### config.mk
export PLATFORM = sky130hd
export DESIGN_NAME = lsu_xfer_fmt
export DESIGN_NICKNAME = d
export VERILOG_FILES = /design/src/rtl/lsu_xfer_pkg.sv /design/src/rtl/lsu_xfer_decode.sv /design/src/rtl/lsu_offset_gen.sv /design/src/rtl/lsu_addr_calc.sv /design/src/rtl/lsu_data_fmt.sv /design/src/rtl/lsu_xfer_fmt.sv
export SDC_FILE = /design/constraint.sdc
export NUM_CORES = 1
export LEC_CHECK = 0
export ABC_CLOCK_PERIOD_IN_PS = 8350
export BUFFER_PORTS_ARGS = -buffer_cell sky130_fd_sc_hd__buf_2
export CELL_PAD_IN_SITES_DETAIL_PLACEMENT = 1
export CELL_PAD_IN_SITES_GLOBAL_PLACEMENT = 2
export CORE_ASPECT_RATIO = 1.1
export CORE_MARGIN = 5
export CORE_UTILIZATION = 25
export DETAILED_ROUTE_END_ITERATION = 8
export PLACE_DENSITY_LB_ADDON = 0.25
export SLEW_MARGIN = 20
export SYNTH_ARGS = -nofsm -noshare
export SYNTH_HDL_FRONTEND = slang
export SYNTH_SLANG_ARGS = --single-unit
### constraint.sdc
create_clock -name clk -period 8.35 [get_ports clk]
set_input_delay 1.67 -clock clk [delete_from_list [all_inputs] [get_ports clk]]
set_output_delay 1.67 -clock clk [all_outputs]
set_load 0.1 [all_outputs]
### src/rtl/lsu_xfer_pkg.sv
package lsu_xfer_pkg;

  typedef enum logic [1:0] {
    SZ_BYTE = 2'd0,
    SZ_HALF = 2'd1,
    SZ_WORD = 2'd2
  } xfer_size_e;

  typedef enum logic [1:0] {
    ST_IDLE   = 2'd0,
    ST_MEM    = 2'd1,
    ST_COMMIT = 2'd2
  } xfer_state_e;

  typedef struct packed {
    logic       load;
    logic       sign_ext;
    xfer_size_e size;
    logic       wback;
    logic       pre;
    logic       up;
    logic       reg_off;
    logic       base_pc;
  } xfer_ctl_t;

  localparam logic [3:0] PC_IDX = 4'd15;

endpackage

### src/rtl/lsu_xfer_decode.sv
module lsu_xfer_decode
  import lsu_xfer_pkg::*;
(
  input  logic       half_fmt,
  input  logic       b_imm_n,
  input  logic       b_pre,
  input  logic       b_up,
  input  logic       b_sz,
  input  logic       b_wb,
  input  logic       b_ld,
  input  logic [1:0] b_sh,
  input  logic       b_rsh,
  input  logic [3:0] rn_num,
  input  logic [3:0] rm_num,
  output xfer_ctl_t  ctl,
  output logic       bad
);

  always_comb begin
    ctl          = '0;
    ctl.pre      = b_pre;
    ctl.up       = b_up;
    ctl.load     = b_ld;
    ctl.wback    = b_wb | ~b_pre;
    bad          = ~b_pre & b_wb;
    if (!half_fmt) begin
      ctl.size     = b_sz ? SZ_BYTE : SZ_WORD;
      ctl.sign_ext = 1'b0;
      ctl.reg_off  = b_imm_n;
      ctl.base_pc  = (rn_num == PC_IDX);
      if (b_imm_n && b_rsh) bad = 1'b1;
      if ((rn_num == PC_IDX) && (b_wb | ~b_pre)) bad = 1'b1;
    end else begin
      ctl.reg_off = ~b_sz;
      ctl.base_pc = 1'b0;
      unique case (b_sh)
        2'b10: begin ctl.size = SZ_BYTE; ctl.sign_ext = b_ld; end
        2'b01: begin ctl.size = SZ_HALF; ctl.sign_ext = 1'b0; end
        2'b11: begin ctl.size = SZ_HALF; ctl.sign_ext = b_ld; end
        default: begin ctl.size = SZ_HALF; ctl.sign_ext = 1'b0; bad = 1'b1; end
      endcase
      if (!b_sz && (rm_num == PC_IDX)) bad = 1'b1;
    end
  end

endmodule

### src/rtl/lsu_offset_gen.sv
module lsu_offset_gen #(
  parameter int XLEN = 32
) (
  input  logic            half_fmt,
  input  logic            reg_off,
  input  logic [11:0]     imm_bits,
  input  logic [XLEN-1:0] rm_val,
  output logic [XLEN-1:0] off_mag
);

  localparam int AW = $clog2(XLEN);

  logic [AW-1:0]   amt;
  logic [1:0]      kind;
  logic [XLEN-1:0] shifted;

  assign amt  = imm_bits[11:7];
  assign kind = imm_bits[6:5];

  always_comb begin
    shifted = rm_val;
    if (amt != '0) begin
      unique case (kind)
        2'd0: shifted = rm_val << amt;
        2'd1: shifted = rm_val >> amt;
        2'd2: shifted = XLEN'($signed(rm_val) >>> amt);
        default: shifted = (rm_val >> amt) | (rm_val << (XLEN - int'(amt)));
      endcase
    end
  end

  always_comb begin
    if (half_fmt) begin
      off_mag = reg_off ? rm_val : XLEN'({imm_bits[11:8], imm_bits[3:0]});
    end else begin
      off_mag = reg_off ? shifted : XLEN'(imm_bits);
    end
  end

endmodule

### src/rtl/lsu_addr_calc.sv
module lsu_addr_calc #(
  parameter int XLEN   = 32,
  parameter int PC_ADJ = 4
) (
  input  logic            base_pc,
  input  logic            pre,
  input  logic            up,
  input  logic [XLEN-1:0] base_val,
  input  logic [XLEN-1:0] pc_val,
  input  logic [XLEN-1:0] off_mag,
  output logic [XLEN-1:0] addr,
  output logic [XLEN-1:0] moved
);

  logic [XLEN-1:0] base_eff;

  assign base_eff = base_pc ? (pc_val + XLEN'(PC_ADJ)) : base_val;
  assign moved    = up ? (base_eff + off_mag) : (base_eff - off_mag);
  assign addr     = pre ? moved : base_eff;

endmodule

### src/rtl/lsu_data_fmt.sv
module lsu_data_fmt
  import lsu_xfer_pkg::*;
#(
  parameter int XLEN    = 32,
  parameter int ST_ADJ  = 8
) (
  input  xfer_size_e      size,
  input  logic            sign_ext,
  input  logic            src_is_pc,
  input  logic [XLEN-1:0] st_src,
  input  logic [XLEN-1:0] rdata,
  output logic [XLEN-1:0] wdata,
  output logic [XLEN-1:0] ld_ext
);

  logic [XLEN-1:0] st_val;

  assign st_val = src_is_pc ? (st_src + XLEN'(ST_ADJ)) : st_src;

  always_comb begin
    unique case (size)
      SZ_BYTE: begin
        wdata  = XLEN'(st_val[7:0]);
        ld_ext = sign_ext ? {{(XLEN-8){rdata[7]}}, rdata[7:0]} : XLEN'(rdata[7:0]);
      end
      SZ_HALF: begin
        wdata  = XLEN'(st_val[15:0]);
        ld_ext = sign_ext ? {{(XLEN-16){rdata[15]}}, rdata[15:0]} : XLEN'(rdata[15:0]);
      end
      default: begin
        wdata  = st_val;
        ld_ext = rdata;
      end
    endcase
  end

endmodule

### src/rtl/lsu_xfer_fmt.sv
module lsu_xfer_fmt
  import lsu_xfer_pkg::*;
#(
  parameter int XLEN = 32,
  parameter int RIW  = 4
) (
  input  logic            clk,
  input  logic            rst_n,
  input  logic            start,
  input  logic            half_fmt,
  input  logic [25:0]     instr,
  input  logic [XLEN-1:0] base_val,
  input  logic [XLEN-1:0] offs_val,
  input  logic [XLEN-1:0] data_val,
  input  logic [XLEN-1:0] pc_val,
  output logic            mem_req_valid,
  output logic [XLEN-1:0] mem_addr,
  output logic [1:0]      mem_size,
  output logic            mem_we,
  output logic [XLEN-1:0] mem_wdata,
  input  logic            mem_resp_valid,
  input  logic [XLEN-1:0] mem_rdata,
  output logic            rd_we,
  output logic [RIW-1:0]  rd_idx,
  output logic [XLEN-1:0] rd_data,
  output logic            rb_we,
  output logic [RIW-1:0]  rb_idx,
  output logic [XLEN-1:0] rb_data,
  output logic            fault
);

  xfer_ctl_t   ctl_live;
  logic        bad_live;

  xfer_state_e state_q, state_d;
  logic        fault_q, fault_d;
  logic        cap_en, ld_en;

  xfer_ctl_t       ctl_q;
  logic            half_q;
  logic [11:0]     imm_q;
  logic [RIW-1:0]  rd_q, rn_q;
  logic [XLEN-1:0] base_q, rm_q, data_q, pc_q, ld_q;

  logic [XLEN-1:0] off_mag, addr_w, moved_w, wdata_w, ld_w;

  lsu_xfer_decode u_dec (
    .half_fmt (half_fmt),
    .b_imm_n  (instr[25]),
    .b_pre    (instr[24]),
    .b_up     (instr[23]),
    .b_sz     (instr[22]),
    .b_wb     (instr[21]),
    .b_ld     (instr[20]),
    .b_sh     (instr[6:5]),
    .b_rsh    (instr[4]),
    .rn_num   (instr[19:16]),
    .rm_num   (instr[3:0]),
    .ctl      (ctl_live),
    .bad      (bad_live)
  );

  // next-state logic
  always_comb begin
    state_d = state_q;
    fault_d = 1'b0;
    cap_en  = 1'b0;
    ld_en   = 1'b0;
    unique case (state_q)
      ST_IDLE: begin
        if (start) begin
          if (bad_live) begin
            fault_d = 1'b1;
          end else begin
            cap_en  = 1'b1;
            state_d = ST_MEM;
          end
        end
      end
      ST_MEM: begin
        if (mem_resp_valid) begin
          ld_en   = 1'b1;
          state_d = ST_COMMIT;
        end
      end
      default: state_d = ST_IDLE;
    endcase
  end

  // control registers
  always_ff @(posedge clk or negedge rst_n) begin
    if (!rst_n) begin
      state_q <= ST_IDLE;
      fault_q <= 1'b0;
    end else begin
      state_q <= state_d;
      fault_q <= fault_d;
    end
  end

  // operand capture, enabled on accepted start
  always_ff @(posedge clk or negedge rst_n) begin
    if (!rst_n) begin
      ctl_q  <= '0;
      half_q <= 1'b0;
      imm_q  <= '0;
      rd_q   <= '0;
      rn_q   <= '0;
      base_q <= '0;
      rm_q   <= '0;
      data_q <= '0;
      pc_q   <= '0;
    end else if (cap_en) begin
      ctl_q  <= ctl_live;
      half_q <= half_fmt;
      imm_q  <= instr[11:0];
      rd_q   <= instr[15:12];
      rn_q   <= instr[19:16];
      base_q <= base_val;
      rm_q   <= offs_val;
      data_q <= data_val;
      pc_q   <= pc_val;
    end
  end

  // load result capture, enabled on response
  always_ff @(posedge clk or negedge rst_n) begin
    if (!rst_n) begin
      ld_q <= '0;
    end else if (ld_en) begin
      ld_q <= ld_w;
    end
  end

  lsu_offset_gen #(.XLEN(XLEN)) u_off (
    .half_fmt (half_q),
    .reg_off  (ctl_q.reg_off),
    .imm_bits (imm_q),
    .rm_val   (rm_q),
    .off_mag  (off_mag)
  );

  lsu_addr_calc #(.XLEN(XLEN)) u_addr (
    .base_pc  (ctl_q.base_pc),
    .pre      (ctl_q.pre),
    .up       (ctl_q.up),
    .base_val (base_q),
    .pc_val   (pc_q),
    .off_mag  (off_mag),
    .addr     (addr_w),
    .moved    (moved_w)
  );

  lsu_data_fmt #(.XLEN(XLEN)) u_data (
    .size      (ctl_q.size),
    .sign_ext  (ctl_q.sign_ext),
    .src_is_pc (rd_q == RIW'(PC_IDX)),
    .st_src    (data_q),
    .rdata     (mem_rdata),
    .wdata     (wdata_w),
    .ld_ext    (ld_w)
  );

  assign mem_req_valid = (state_q == ST_MEM);
  assign mem_addr      = addr_w;
  assign mem_size      = ctl_q.size;
  assign mem_we        = ~ctl_q.load;
  assign mem_wdata     = wdata_w;
  assign rd_we         = (state_q == ST_COMMIT) & ctl_q.load;
  assign rd_idx        = rd_q;
  assign rd_data       = ld_q;
  assign rb_we         = (state_q == ST_COMMIT) & ctl_q.wback;
  assign rb_idx        = rn_q;
  assign rb_data       = moved_w;
  assign fault         = fault_q;

  p_fault_pulse_r11: assert property (@(posedge clk) disable iff (!rst_n)
    fault |=> !fault);

  p_fault_quiet_r11: assert property (@(posedge clk) disable iff (!rst_n)
    fault |-> (!mem_req_valid && !rd_we && !rb_we));

  p_req_hold_r10: assert property (@(posedge clk) disable iff (!rst_n)
    (mem_req_valid && !mem_resp_valid) |=>
      (mem_req_valid && $stable(mem_addr) && $stable(mem_wdata)
       && $stable(mem_we) && $stable(mem_size)));

  p_commit_after_resp_r10: assert property (@(posedge clk) disable iff (!rst_n)
    (rd_we || rb_we) |-> $past(mem_req_valid && mem_resp_valid));

  p_strobe_single_r10: assert property (@(posedge clk) disable iff (!rst_n)
    (rd_we || rb_we) |=> (!rd_we && !rb_we));

  p_size_legal_r6: assert property (@(posedge clk) disable iff (!rst_n)
    mem_req_valid |-> (mem_size != 2'b11));

  p_load_no_store_r10: assert property (@(posedge clk) disable iff (!rst_n)
    rd_we |-> $past(!mem_we));

endmodule

==> results.toml, run 1 <==
[run_status]
status = "finished, violations left"
violations = "setup timing"

[floorplan]
die-area_mm2 = 0.0844
die_x_um = 278
die_h_um = 304
ioPinCount = 334
start_util_pct = 25.1
core_area_mm2 = 0.0785
placementRows = 108

[detailed_routing]
ant_nets = 0
postRouteWirelength_mm = 119
vias = 21300
drc = 0
vias_per_cell = 5.64
drtPass1Iterations = 6
drtIter0Drc = 1637
wire_per_inst_um = 31.5

[synthesis]
synthTopCellsByCount = "mux2_2, dfrtp_1, nand2_1"
yosys.area.top_type = "dfrtp_1"
yosysUniqueCellTypes = 102
ys_warn_count = 0
syn_area_mm2 = 0.0197
yosys-top-cells-area = "dfrtp_1, mux2_2, mux4_2"
synth-edff-count = 0
yosysTopAreaCellShare_pct = 24.5
syn_avg_cell_area_um2 = 9.17
synth-main-ff-cell = "dfrtp_1"
synth.most_common_cell = "mux2_2"
ys_seq_elements = 193
netlist_instances = 2147
syn-num-nets = 2375
synthArstFlopShare_pct = 100
ys_seq_area_share_pct = 24.5

[placed_design]
globalplace.congestion = 0.986
numPortBuffers = 333
dp_hpwl_mm = 93.8
post-place-cells = 3651

[timing]
worst_slack_ns = -0.0489
period_minus_slack_ns = 8.40
tightest_slew_ns = 1.01
grt_setup_unrepaired = "yes"
period_share_pct = 101
skew_ns = 0.0227
drv_slew = 0
fmax_mhz = 119
hold_viol = 0
setup_violations = 1
relSlewSlack_pct = 32.9

[clock_network]
clk_latency_ns = 0.49
numCtsBuffers = 17
clockBufferDepth = 2
cts_sinks = 193
root_buffer = "clkbuf_16"
cts_tree = "yes"
h-tree-depth = 4
clk_pin_slew_ns = 0.08

[run]
drv_cap = 0

[setup_path]
cpMaxStageDelayCell = "dfrtp_4"
max_stage_delay_ns = 0.52
cp.required_ns = 6.68
end_kind = "primary output"
path_common_cell = "buf_4"
cp_max_fo = 21
crit_buf_inv = 7
cp-start-kind = "flip-flop"
worstPathArrival_ns = 6.73
critical_path_class = "reg2out"
crit_family = "simple AND/OR/NAND/NOR gates"

[hold_path]
hold_path.class = "reg2reg"

[layout]
drive_above_1_share_pct = 47.5
final_util_pct = 35.3
final_cells = 3771
syn_to_final_growth_pct = 40.9
final_nets = 2939

[global_route]
grt_max_degree = 140
grt-ovfl-total = 0
grt_pass1_vias = 22100
grt_use_total_pct = 26.9
grt_pass1_wl_mm = 168
antenna_found_initial = 6
==> cell type report <==
cell class                 instances  area, um2
sequential                       193       4850
timing repair buffer             736       5990
antenna                            2       5.00
clock buffer                      18        429
fill                            9029      50800
clock inverter                    14        140
multi-input combinational       1724      14900
tap                             1045       1310
inverter                          39        154
==> layer usage <==
| layer | GRT usage (%) | share of wire (%) |
|---|---|---|
| met2 | 47.1 | 49 |
| met4 | 10.7 | 4.8 |
| met5 | 0 | 0.0059 |
| met1 | 33.8 | 40 |
| met3 | 3.34 | 5.8 |
==> kinds of logic after synthesis <==
family                   Yosys count  share of synthesized area (%)
AND/OR/NAND/NOR                  649                           15.9
AO/OA/AOI/OAI                    502                           17.3
multiplexers                     426                           29.5
buffers and inverters            230                           5.49
flip-flops                       193                           24.5
XOR/XNOR                         110                           4.93
adder cells (fa/ha/maj)           37                           2.39
==> tightest hold or removal path: cells and delay by family (launching register included) <==
| kind | cells | cell delay [ns] |
|---|---|---|
| AND/OR/NAND/NOR | 1 | 0.05 |
| flip-flops | 1 | 0.35 |
| AO/OA/AOI/OAI | 1 | 0.06 |
==> flip-flops by register name (all words and copies together), names as in the netlist <==
register and count:
rd_idx 4, rm_q 32, rd_data 32, rb_idx 4, pc_q 32, mem_size 2
half_q 1, base_q 32, fault 1, imm_q 12, data_q 32, state_q 2
ctl_q 7
==> per-stage QoR <==
stage / hold WS, ns / TNS, ns / cell area, um2 / setup slack, ns
after CTS: 0.489 / -0.0908 / 27100 / -0.0908
after global placement: 0.457 / -1.45 / 25400 / -0.406
after floorplan: 0.442 / -0.237 / 20100 / -0.110
after detailed placement: 0.469 / -0.243 / 25400 / -0.199
final: 0.480 / -0.0489 / 27700 / -0.0489
after global routing: 0.506 / -0.460 / 27700 / -0.263
==> path summary, 6_finish.rpt <==
path,start,endpoint,slack [ns],depth (start not counted)
max in group asynchronous,rst_n,ctl_q[0],6.00,2
min,rd_data[10],rd_data[10],0.48,2
min reg2reg,rd_data[10],rd_data[10],0.48,2
max,imm_q[7],mem_addr[31],-0.05,31
max reg2reg,state_q[1],base_q[2],6.00,4
min in group asynchronous,rst_n,rm_q[15],1.15,1
==> placed cells by master (no fill, tap or decap), types with 21 or more instances in the layout <==
cell,instances
mux2_2,236
mux2i_1,64
o21ai_0,80
ha_1,34
nand4_1,21
mux4_2,88
a21oi_1,129
xnor2_1,43
dfrtp_1,183
buf_12,69
nor2_1,175
xor2_1,42
inv_1,32
buf_2,284
nand2_1,187
and2_1,22
nor3_1,24
buf_4,354
and3_1,28
nand3_1,63
a21o_1,23
==> repair_timing <==
action,in CTS,in global routing
gates cloned,6,2
gates resized for setup,122,74
setup endpoints to repair,33,19
setup buffers,40,41
hold buffers,0,0
pin swaps,39,52
Power of run 1 is not shown: default switching activity piles up to over one toggle a cycle in this logic, so the estimate is an artifact.
==> inputs of run 2 (changes only) <==
--- a/config.mk
+++ b/config.mk
@@ -14,6 +14,7 @@
 export CORE_UTILIZATION = 25
 export DETAILED_ROUTE_END_ITERATION = 8
 export PLACE_DENSITY_LB_ADDON = 0.25
+export SKIP_CTS_REPAIR_TIMING = 1
 export SLEW_MARGIN = 20
 export SYNTH_ARGS = -nofsm -noshare
 export SYNTH_HDL_FRONTEND = slang
==> run 2 against run 1 <==
  * The run still ends with setup timing left
  * Wire length is 0.59% lower
  * Clock skew is 0.0017 ns higher
  * Cell count is 0.93% lower
  * Highest routed layer unchanged
==> results.toml, run 2 (synthesized netlist as in run 1, its figures left out) <==
[placed_design]
numPortBuffers = 333
dpl-instance-area_mm2 = 0.0254
dp_hpwl_mm = 93.8
globalplace.congestion = 0.986

[clock_network]
clockBufferDepth = 2
cts_sinks = 193
root_buffer = "clkbuf_16"
clk_pin_slew_ns = 0.08
clk_latency_ns = 0.50
h-tree-depth = 4
numCtsBuffers = 17
cts_tree = "yes"

[global_route]
grt_pass1_vias = 21800
grt_use_total_pct = 26.5
antenna_found_initial = 6
grt-ovfl-total = 0
grt_max_degree = 140
grt_pass1_wl_mm = 165

[run_status]
status = "finished, violations left"
violations = "setup timing"

[setup_path]
reg2reg_depth = 4
worstPathArrival_ns = 6.83
cp-start-kind = "flip-flop"
cp.required_ns = 6.68
cp_max_fo = 7
critical_path_class = "reg2out"
end_kind = "primary output"

[timing]
hold_viol = 0
relSlewSlack_pct = 33.2
drv_slew = 0
skew_ns = 0.0244
worst_slack_ns = -0.150
grt_setup_unrepaired = "yes"
tightest_slew_ns = 1.00
period_minus_slack_ns = 8.50
fmax_mhz = 118
setup_violations = 1
period_share_pct = 102

[floorplan]
placementRows = 108
die_x_um = 278
die-area_mm2 = 0.0844
core_area_mm2 = 0.0785
die_h_um = 304
start_util_pct = 25.1
ioPinCount = 334

[detailed_routing]
postRouteWirelength_mm = 118
ant_nets = 0
vias = 21000
wire_per_inst_um = 31.6
drtIter0Drc = 1724
vias_per_cell = 5.63
drtPass1Iterations = 6
drc = 0

[layout]
layout_commonest_cell = "buf_4"
fill_cells = 9038
final_nets = 2904
syn_to_final_growth_pct = 37.9
drive_above_1_share_pct = 45.4
final_cell_mix = "buf_4, buf_2, mux2_2"
design_area_mm2 = 0.0271

[hold_path]
hold_path.class = "reg2reg"
hold_depth = 2

[run]
drv_cap = 0
[run 2: layout make-up]
class                           count  area [um2]  area share (%)
Tap cell                         1045        1310            4.82
Clock inverter                     14         140           0.516
Clock buffer                       18         429            1.58
Antenna cell                        2        5.00          0.0184
Multi-Input combinational cell   1724       14600            53.8
Inverter                           39         151           0.558
Timing Repair Buffer              701        5650            20.8
Sequential cell                   193        4850            17.9
[run 2: worst paths after layout]
check	from	to	slack, ns
max	imm_q[7]	mem_addr[31]	-0.15
min	rd_data[10]	rd_data[10]	0.48
max reg2reg	state_q[1]	base_q[2]	6.01
min reg2reg	rd_data[10]	rd_data[10]	0.48
max in group asynchronous	rst_n	ctl_q[0]	6.01
min in group asynchronous	rst_n	rm_q[15]	1.14
[run 2: through the flow]
step | std cells | hold slack, ns | TNS [ns] | utilization, % | setup WS, ns
4_1_cts | 3683 | 0.489 | -10.84 | 33.1 | -0.791
3_5_place_dp | 3651 | 0.469 | -0.243 | 32.4 | -0.199
3_3_place_gp | 3651 | 0.457 | -1.45 | 32.4 | -0.406
2_1_floorplan | 2147 | 0.442 | -0.237 | - | -0.110
6_report | 3736 | 0.480 | -0.150 | 34.6 | -0.150
5_1_grt | 3735 | 0.506 | -0.984 | 34.6 | -0.415
[run 2: worst max-delay path, cell delays in order (launching register included)]
cell and delay [ns]:
dfrtp_4 0.54, buf_12 0.19, clkbuf_16 0.17, mux4_2 0.53, mux2i_2 0.28, nor2_1 0.07
a21oi_1 0.47, o22a_1 0.28, a21oi_1 0.10, buf_4 0.17, nor4_4 0.28, and4_1 0.26
and2_1 0.17, a21oi_1 0.09, xor2_1 0.16, ha_1 0.32, a21o_1 0.21, a31oi_4 0.17
o21ai_2 0.11, nor4_4 0.24, a21boi_2 0.10, a311o_1 0.33, xor2_2 0.17, or3_4 0.39
a41oi_4 0.23, a21oi_4 0.05, buf_12 0.21
[run 2: per-layer routing]
layer / GRT usage (%) / up-vias / routed length [um]
li1: - / 9090 / -
met1: 33.3 / 10900 / 48100
met2: 46.3 / 832 / 58700
met3: 3.35 / 227 / 5890
met4: 10.3 / 2 / 5410
met5: 0 / - / 11
Power of run 2 is left out for the same reason.
